`src/rtl/rbar_pkg.sv`:
```
package rbar_pkg;
    localparam int SCH_FIXED  = 0;
    localparam int SCH_PROG   = 1;
    localparam int SCH_RESIZE = 2;

    localparam logic [1:0] REG_BAR_LO  = 2'd0;
    localparam logic [1:0] REG_BAR_HI  = 2'd1;
    localparam logic [1:0] REG_RSZ_CAP = 2'd2;
    localparam logic [1:0] REG_RSZ_CTL = 2'd3;

    localparam int CAP_FLAGS  = 28;
    localparam int CTL_FLAGS  = 16;
    localparam int NUM_SIZES  = CAP_FLAGS + CTL_FLAGS;
    localparam int SEL_W      = 6;
    localparam int MIN_LOG2   = 20;

    typedef enum logic [1:0] {
        ST_OFF    = 2'd0,
        ST_SIZING = 2'd1,
        ST_LIVE   = 2'd2
    } bar_state_e;
endpackage

```
`src/rtl/rbar_lowest_pick.sv`:
```
module rbar_lowest_pick #(
    parameter int N = 44,
    parameter int W = 6
) (
    input  logic [N-1:0] flags_i,
    output logic [W-1:0] idx_o,
    output logic         any_o
);
    always_comb begin
        idx_o = '0;
        any_o = 1'b0;
        for (int i = N - 1; i >= 0; i--) begin
            if (flags_i[i]) begin
                idx_o = W'(i);
                any_o = 1'b1;
            end
        end
    end
endmodule

```
`src/rtl/rbar_mask_gen.sv`:
```
module rbar_mask_gen #(
    parameter int SEL_W    = 6,
    parameter int BASE_LOG = 20,
    parameter int MASK_W   = 64
) (
    input  logic [SEL_W-1:0]  sel_i,
    output logic [MASK_W-1:0] mask_o
);
    for (genvar b = 0; b < MASK_W; b++) begin : g_bit
        assign mask_o[b] = (b < BASE_LOG + int'(sel_i));
    end
endmodule

```
`src/rtl/rbar_cfg_regs.sv`:
```
module rbar_cfg_regs
    import rbar_pkg::*;
#(
    parameter int          SCHEME        = 2,
    parameter logic [63:0] FIXED_MASK    = 64'h0000_0000_0000_FFFF,
    parameter int          BAR_INDEX     = 0,
    parameter int          RSZ_BAR_COUNT = 1
) (
    input  logic        clk,
    input  logic        rst_n,
    input  logic        ro_wr_en,
    input  logic        cfg_wr_en,
    input  logic [1:0]  cfg_addr,
    input  logic [31:0] cfg_wdata,
    output logic [31:0] cfg_rdata,
    input  logic        shd_wr_en,
    input  logic        shd_sel,
    input  logic [31:0] shd_wdata,
    output logic        bar_enabled,
    output logic [63:0] bar_mask
);
    localparam bit IS_FIXED = (SCHEME == SCH_FIXED);
    localparam bit IS_PROG  = (SCHEME == SCH_PROG);
    localparam bit IS_RSZ   = (SCHEME == SCH_RESIZE);
    localparam bar_state_e RESET_STATE = IS_FIXED ? ST_LIVE : ST_OFF;

    bar_state_e            state_q, state_d;
    logic [3:0]            attr_q;
    logic [27:0]           base_lo_q;
    logic [31:0]           base_hi_q;
    logic [31:0]           shd_lo_q, shd_hi_q;
    logic                  rsz_en_q;
    logic [NUM_SIZES-1:0]  sup_q;
    logic [SEL_W-1:0]      sel_q;

    logic [SEL_W-1:0]      pick_idx;
    logic                  pick_any;
    logic [63:0]           rsz_mask;
    logic [63:0]           sup_pad;
    logic [63:0]           raw_mask;
    logic                  is64;

    logic wr_cap, wr_ctl_ro, wr_ctl_sel, shd_lo_wr, shd_hi_wr, kick, req_ok;
    logic [SEL_W-1:0] req_sel;

    assign is64      = (attr_q[2:1] == 2'b10);
    assign sup_pad   = {{(64-NUM_SIZES){1'b0}}, sup_q};
    assign wr_cap    = IS_RSZ && cfg_wr_en && ro_wr_en && (cfg_addr == REG_RSZ_CAP);
    assign wr_ctl_ro = IS_RSZ && cfg_wr_en && ro_wr_en && (cfg_addr == REG_RSZ_CTL);
    assign wr_ctl_sel = IS_RSZ && cfg_wr_en && !ro_wr_en && (cfg_addr == REG_RSZ_CTL)
                        && (state_q == ST_LIVE);
    assign shd_lo_wr = shd_wr_en && ro_wr_en && !shd_sel;
    assign shd_hi_wr = shd_wr_en && ro_wr_en && shd_sel;
    assign kick      = wr_cap || wr_ctl_ro || (IS_RSZ && shd_lo_wr);
    assign req_sel   = cfg_wdata[13:8];
    assign req_ok    = sup_pad[req_sel];

    rbar_lowest_pick #(.N(NUM_SIZES), .W(SEL_W)) pick_i (
        .flags_i (sup_q),
        .idx_o   (pick_idx),
        .any_o   (pick_any)
    );

    rbar_mask_gen #(.SEL_W(SEL_W), .BASE_LOG(MIN_LOG2), .MASK_W(64)) mgen_i (
        .sel_i  (sel_q),
        .mask_o (rsz_mask)
    );

    // Next-state logic
    always_comb begin
        state_d = state_q;
        unique case (state_q)
            ST_OFF: begin
                if (kick)                                      state_d = ST_SIZING;
                else if (IS_PROG && shd_lo_wr && shd_wdata[0]) state_d = ST_LIVE;
            end
            ST_SIZING: begin
                if (kick)                        state_d = ST_SIZING;
                else if (rsz_en_q && pick_any)   state_d = ST_LIVE;
                else                             state_d = ST_OFF;
            end
            ST_LIVE: begin
                if (kick)                                       state_d = ST_SIZING;
                else if (IS_PROG && shd_lo_wr && !shd_wdata[0]) state_d = ST_OFF;
            end
            default: state_d = RESET_STATE;
        endcase
    end

    // State register
    always_ff @(posedge clk or negedge rst_n) begin
        if (!rst_n) state_q <= RESET_STATE;
        else        state_q <= state_d;
    end

    // Data registers
    always_ff @(posedge clk or negedge rst_n) begin
        if (!rst_n) begin
            attr_q    <= '0;
            base_lo_q <= '0;
            base_hi_q <= '0;
            shd_lo_q  <= '0;
            shd_hi_q  <= '0;
            rsz_en_q  <= 1'b0;
            sup_q     <= '0;
            sel_q     <= '0;
        end else begin
            if (cfg_wr_en && cfg_addr == REG_BAR_LO) begin
                base_lo_q <= cfg_wdata[31:4];
                if (ro_wr_en) attr_q <= cfg_wdata[3:0];
            end
            if (cfg_wr_en && cfg_addr == REG_BAR_HI) base_hi_q <= cfg_wdata;
            if (shd_lo_wr) begin
                shd_lo_q <= shd_wdata;
                rsz_en_q <= shd_wdata[0];
            end
            if (shd_hi_wr) shd_hi_q <= shd_wdata;
            if (wr_cap)    sup_q[CAP_FLAGS-1:0] <= cfg_wdata[31:4];
            if (wr_ctl_ro) sup_q[NUM_SIZES-1:CAP_FLAGS] <= cfg_wdata[31:16];
            if (state_q == ST_SIZING && pick_any) sel_q <= pick_idx;
            else if (wr_ctl_sel && req_ok)        sel_q <= req_sel;
        end
    end

    // Outputs
    always_comb begin
        unique case (SCHEME)
            SCH_FIXED: raw_mask = FIXED_MASK;
            SCH_PROG:  raw_mask = {shd_hi_q, shd_lo_q};
            default:   raw_mask = rsz_mask;
        endcase
        bar_enabled = (state_q == ST_LIVE);
        bar_mask    = bar_enabled ? {(is64 ? raw_mask[63:32] : 32'd0), raw_mask[31:0]} : 64'd0;
        unique case (cfg_addr)
            REG_BAR_LO:  cfg_rdata = bar_enabled
                             ? (({base_lo_q, 4'b0000} & ~bar_mask[31:0]) | {28'd0, attr_q})
                             : 32'd0;
            REG_BAR_HI:  cfg_rdata = (bar_enabled && is64) ? (base_hi_q & ~bar_mask[63:32]) : 32'd0;
            REG_RSZ_CAP: cfg_rdata = IS_RSZ ? {sup_q[CAP_FLAGS-1:0], 4'b0000} : 32'd0;
            default:     cfg_rdata = IS_RSZ ? {sup_q[NUM_SIZES-1:CAP_FLAGS], 2'b00, sel_q,
                                               3'(RSZ_BAR_COUNT), 2'b00, 3'(BAR_INDEX)} : 32'd0;
        endcase
    end
endmodule

```
`config.mk`:
```
export PLATFORM = sky130hd
export DESIGN_NAME = rbar_cfg_regs
export DESIGN_NICKNAME = d
export VERILOG_FILES = /design/src/rtl/rbar_pkg.sv /design/src/rtl/rbar_lowest_pick.sv /design/src/rtl/rbar_mask_gen.sv /design/src/rtl/rbar_cfg_regs.sv
export SDC_FILE = /design/constraint.sdc
export NUM_CORES = 1
export LEC_CHECK = 0
export BUFFER_PORTS_ARGS = -buffer_cell sky130_fd_sc_hd__buf_2
export CORE_ASPECT_RATIO = 1.25
export CORE_MARGIN = 2
export CORE_UTILIZATION = 52
export DETAILED_ROUTE_END_ITERATION = 12
export PLACE_DENSITY = 0.81
export SETUP_SLACK_MARGIN = 0.02
export SLEW_MARGIN = 15
export SYNTH_ARGS = -nofsm -noshare
export SYNTH_HDL_FRONTEND = slang
export SYNTH_HIERARCHICAL = 1
export SYNTH_SLANG_ARGS = --single-unit
```
`constraint.sdc`:
```
create_clock -name clk -period 4.2 [get_ports clk]
set_input_delay 0.84 -clock clk [delete_from_list [all_inputs] [get_ports clk]]
set_output_delay 0.84 -clock clk [all_outputs]
set_load 0.01 [all_outputs]
```
==> results of run 1 <==
==> cell type report <==
cell class                 count  area share
clock inverter                12     0.01635
clock buffer                  20     0.05039
inverter                      85     0.03445
sequential                   117      0.3161
timing repair buffer         160     0.09430
tap                          182     0.02459
multi-input combinational    560      0.4638
==> per-layer routing <==
metal  vias to the layer above  track usage  wire (microns)
met5                         -            0               0
met2                       490       0.5137           11950
met4                         0       0.1996            1563
met3                       121      0.07134            2494
met1                      3588       0.3899            9545
li1                       3235            -               -
==> report_power, final <==
group          total, mW  internal (mW)  switching (mW)
clock               1.50          0.976           0.528
combinational       1.29          0.548           0.744
sequential          1.66           1.36           0.304
total               4.46           2.88            1.58
==> path summary, 6_finish.rpt <==
check,to,startpoint,slack (ns)
min in group asynchronous,base_lo_q[17]$_DFFE_PN0P_,rst_n,0.53
max,cfg_rdata[25],sel_q[3]$_DFFE_PN0P_,0.29
max in group asynchronous,base_lo_q[11]$_DFFE_PN0P_,rst_n,2.91
min reg2reg,state_q[0]$_DFFE_PN0P_,state_q[0]$_DFFE_PN0P_,0.48
max reg2reg,sel_q[2]$_DFFE_PN0P_,sup_q[30]$_DFFE_PN0P_,1.78
min,state_q[0]$_DFFE_PN0P_,state_q[0]$_DFFE_PN0P_,0.48
==> kinds of logic after synthesis <==
| group | after synthesis | synth area share |
|---|---|---|
| AO/OA/AOI/OAI | 217 | 0.1947 |
| AND/OR/NAND/NOR | 216 | 0.1542 |
| buffers and inverters | 142 | 0.07964 |
| multiplexers | 122 | 0.1901 |
| flip-flops | 117 | 0.3734 |
| adder cells (fa/ha/maj) | 5 | 0.007980 |
==> cells in the mapped netlist, types with 4 or more instances <==
cell type  number
a211oi_1       10
a21o_1          8
a21oi_1        59
a31oi_1        24
a32oi_1         5
and2_1         45
buf_1           6
buf_2          10
buf_6           9
clkbuf_1       29
dfrtp_1       117
ha_1            5
inv_1          85
mux2_2        110
mux4_1          5
mux4_2          4
nand2_1        40
nand2b_1        8
nand3_1         8
nor2_1         28
nor2b_1        10
nor3_1         32
nor3b_1         4
nor4_1         12
o21a_1         24
o21ai_0        18
o221ai_1        4
o31ai_1         5
o32ai_1        29
==> sequential cells by signal, indices dropped and copies added, names as in the netlist <==
name       cells
base_lo_q     28
sel_q          6
state_q        2
base_hi_q     32
rsz_en_q       1
sup_q         44
attr_q         4
==> per-stage QoR <==
| stage | power, mW | area, sq um | hold WS, ns | utilization | instances |
|---|---|---|---|---|---|
| final | 4.456 | 9261 | 0.4796 | 0.6220 | 1136 |
| after global routing | 4.636 | 9261 | 0.4969 | 0.6220 | 1136 |
| after CTS | 4.424 | 9261 | 0.4840 | 0.6220 | 1136 |
| after detailed placement | 2.906 | 8643 | 0.4771 | 0.5805 | 1104 |
| after global placement | 2.863 | 8643 | 0.4638 | 0.5805 | 1104 |
| after floorplan | 2.430 | 7840 | 0.4468 | - | 819 |
==> impl_metrics.tcl, run 1 <==
set metrics [dict create \
    outcome "complete, no violations" \
    gr-usage-all-layers 0.3194 \
    drtPass1Iterations 8 \
    path_clk_slew_ns 0.05 \
    coreArea_sq_um 14890 \
    ys_seq_elements 117 \
    crit_family "compound AO/OA/AOI/OAI gates" \
    crit_cells 9 \
    fillers 1201 \
    layout_common_cells "buf_2 (136), dfrtp_1 (117), mux2_2 (110)" \
    ys_warn_count 6 \
    drc 0 \
    rsz0062_at_grt "false" \
    diodes 0 \
    period_needed_ns 3.910 \
    synth_top_area_frac 0.3734 \
    power_density_nw_per_um2 481.1 \
    vias 7434 \
    numCtsBuffers 17 \
    clock_path_buffers 2 \
    syn-instance-count 819 \
    seq_area_sq_um 2928 \
    grt_pass1_wl_mm 39.20 \
    grt_max_degree 69 \
    routed_via_density 6.544 \
    cts_tree "yes" \
    layout_setup_ws_ns 0.2901 \
    post-cts-setup-buffer-count 0 \
    syn_nets 896 \
    grt_pass1_vias 7137 \
    fin_crit_sh 0.9309 \
    area_growth_pct 18.13 \
    place_ws_ns 0.8364 \
    place_hpwl_mm 17.96 \
    dieArea_sq_um 16080 \
    maxCapViolations 0 \
    clk_latency_ns 0.42 \
    initial_core_util 0.5266 \
    cts_num_sinks 117 \
    arrival_ns 3.07 \
    die_w_microns 113.8 \
    worst_clock_skew_ns 0.007031 \
    drtAntennaViolNets 0 \
    drv_slew 0 \
    hold_buffers 0 \
    numPortBuffers 137 \
    grt.overflow.total 0 \
    layout-drive-gt1-share 0.3407 \
    wl_mm 25.56 \
    worstHoldPathCells 1 \
    p_leak_nw 4.185 \
    hold_viol 0 \
    path_class "reg -> out" \
    worst_slew_pin_slew_ns 0.9728 \
    final_nets 1018 \
    row_count 50 \
    r2r_cells 7 \
    peakVddDrop_uv 398.3 \
    die_height_microns 141.3 \
    ctsResizeCount 0 \
    cp-start-kind "register" \
    cpMostUsedCell "inv_1" \
    synth_area_sq_um 7840 \
    maxSlewHeadroom 0.3446 \
    mostFrequentLayoutCell "buf_2" \
    max_freq_mhz 255.8 \
    synth-async-reset-ratio 1.000 \
    synth.distinct_cells 70 \
    ios 169 \
    gp_congestion 0.9503 \
    critPathCaptureType "primary output" \
    cp_slowest_cell "o21ai_0" \
    drt-initial-drc-count 768 \
    setup_tns_ns 0 \
    antenna_found_initial 0 \
    finalSetupViolCount 0 \
    path_cells "buf_4 > inv_1 > ha_1 > inv_1 > o21ai_0 > a21oi_1 > o32ai_1 > o21a_1 > buf_2" \
    htreeDepth 4 \
    cts-root-buf "clkbuf_16" \
    synth_edf_count 0 \
    post_drt_wl_per_cell_microns 22.50 \
    multi_input_area_sq_um 4295 \
    required_ns 3.36 \
    yosysTopAreaCell "dfrtp_1" \
    cp_num_buf_inv 4 \
    worstPathMaxFanout 14 \
    synthTopCellsByArea "dfrtp_1 (37%), mux2_2 (16%), inv_1 (4.1%), a21oi_1 (3.8%), and2_1 (3.6%)" \
    synth_flop_cell "dfrtp_1" \
    critPathMaxStageDelay_ns 0.76 \
    yosysSeqAreaShare 0.3734 \
    min_path_type "reg -> reg" \
    syn_avg_cell_area_sq_um 9.573 \
]
No activity file was read; power rests on OpenSTA's default activity.
==> run 2, diff against run 1 <==
Settings changed: CORE_MARGIN 2 to default, PLACE_DENSITY 0.81 to 0.8.
==> impl_metrics.tcl, run 2 (synthesis results as in run 1) <==
set metrics [dict create \
    crit_family "buffers and inverters" \
    gp_congestion 0.9643 \
    required_ns 3.36 \
    grt_pass1_wl_mm 38.88 \
    setup_tns_ns 0 \
    hold_buffers 0 \
    final_nets 1020 \
    path_class "reg -> out" \
    wl_mm 24.87 \
    fin_crit_sh 0.9302 \
    cts_tree "yes" \
    antenna_found_initial 0 \
    min_path_type "in -> async" \
    reg2reg_setup_slack_ns 1.76 \
    finalSetupViolCount 0 \
    grt.overflow.total 0 \
    seq_area_sq_um 2928 \
    drtAntennaViolNets 0 \
    initial_core_util 0.5396 \
    endpoint "cfg_rdata[8]" \
    p_leak_nw 4.224 \
    reg2reg_to "sel_q[0]$_DFFE_PN0P_" \
    reg_top3 "sup_q (44), base_hi_q (32), base_lo_q (28)" \
    r2r_cells 8 \
    htreeDepth 4 \
    peakVddDrop_uv 424.6 \
    arrival_ns 3.07 \
    outcome "finished, violations left" \
    grt_max_degree 55 \
    gr-usage-all-layers 0.3263 \
    rsz0062_at_grt "false" \
    ios 169 \
    violations "DRC" \
    ctsResizeCount 0 \
    largest_reg_flops 44 \
    path_cells "ha_1 > buf_4 > and2_1 > buf_4 > nand3_1 > o32ai_1 > o21a_1 > buf_2" \
    die_height_microns 139.3 \
    path_clk_slew_ns 0.05 \
    mostFrequentLayoutCell "buf_2" \
    multi_input_area_sq_um 4300 \
    drt-initial-drc-count 751 \
    cts_num_sinks 117 \
    period_needed_ns 3.907 \
    post-cts-setup-buffer-count 0 \
    regMostFlops "sup_q" \
    cp_num_buf_inv 3 \
    numCtsBuffers 17 \
    crit_cells 8 \
    drtPass1Iterations 9 \
    worst_slew_pin_slew_ns 0.8038 \
    grt_pass1_vias 7020 \
    cts-root-buf "clkbuf_16" \
    maxSlewHeadroom 0.4585 \
    cp-start-kind "register" \
    area_growth_pct 18.78 \
    final_core_utilization 0.6409 \
    row_count 49 \
    timing.rr.start "sup_q[7]$_DFFE_PN0P_" \
    drv_slew 0 \
    layout_common_cells "buf_2 (136), dfrtp_1 (117), mux2_2 (110)" \
    hold_viol 0 \
    place_hpwl_mm 17.83 \
    layout-drive-gt1-share 0.3410 \
    routed_via_density 6.499 \
    critPathCaptureType "primary output" \
    critPathMaxStageDelay_ns 0.41 \
    vias 7370 \
    max_freq_mhz 256.0 \
    coreArea_sq_um 14530 \
    power_density_nw_per_um2 488.3 \
    clock_path_buffers 2 \
    diodes 0 \
    fillers 1153 \
    post_drt_wl_per_cell_microns 21.93 \
    cp_slowest_cell "and2_1" \
    drc 12 \
    maxCapViolations 0 \
    die_w_microns 111.8 \
    worstPathMaxFanout 17 \
    dieArea_sq_um 15580 \
    clk_latency_ns 0.42 \
    numPortBuffers 137 \
    worst_clock_skew_ns 0.004989 \
    cpMostUsedCell "buf_4" \
    crit_path_start "sel_q[2]$_DFFE_PN0P_" \
]
## run 2: metal layers
| layer | GRT usage | routed length, microns |
|---|---|---|
| met3 | 0.06315 | 2313 |
| met2 | 0.5280 | 11960 |
| met1 | 0.4058 | 9364 |
| met5 | 0 | 0 |
| met4 | 0.1920 | 1230 |
## run 2: metrics by stage
step                total power, mW  hold WS [ns]  setup WS (ns)  std cells  area, sq um
floorplan                     2.430        0.4468          1.252        819         7840
CTS                           4.516        0.3852         0.1044       1134         9308
global placement              2.867        0.4628         0.6317       1102         8653
finish                        4.547        0.3837         0.2931       1134         9313
detailed placement            2.905        0.4747         0.5675       1102         8653
global route                  4.723        0.4102         0.1800       1134         9313
## run 2: worst reg2reg max path: stages (launching register included)
cell	delay (ns)
dfrtp_1	0.46
or4_4	0.59
nand2b_1	0.18
nand2b_4	0.16
inv_1	0.05
nand3_1	0.11
nand3b_1	0.32
nand3_2	0.18
o221a_1	0.27
## run 2: power by group
group	switching, mW	leakage (nW)	internal (mW)	total, mW
registers	0.298	1.40	1.36	1.65
clock network	0.514	0.322	1.08	1.60
logic	0.747	2.50	0.548	1.30
total	1.56	4.22	2.99	4.55
## run 2: layout make-up
class,instances,area share
repair buffers,162,0.09539
multi-input cells,560,0.4618
inverters,85,0.03426
well taps,178,0.02392
clock inverters,8,0.01532
clock buffers,24,0.05495
flip-flops and latches,117,0.3144
## run 2: how the worst min path moves through the flow
stage                           start                        end  slack, ns  cells after the start
2_1_floorplan  state_q[0]$_DFFE_PN0P_     state_q[0]$_DFFE_PN0P_       0.45                      1
3_3_place_gp   state_q[0]$_DFFE_PN0P_     state_q[0]$_DFFE_PN0P_       0.46                      1
3_5_place_dp   state_q[1]$_DFFE_PN0P_     state_q[0]$_DFFE_PN0P_       0.47                      1
4_1_cts                         rst_n  base_lo_q[21]$_DFFE_PN0P_       0.39                      1
5_1_grt                         rst_n  base_hi_q[23]$_DFFE_PN0P_       0.41                      1
6_report                        rst_n  base_hi_q[26]$_DFFE_PN0P_       0.38                      1
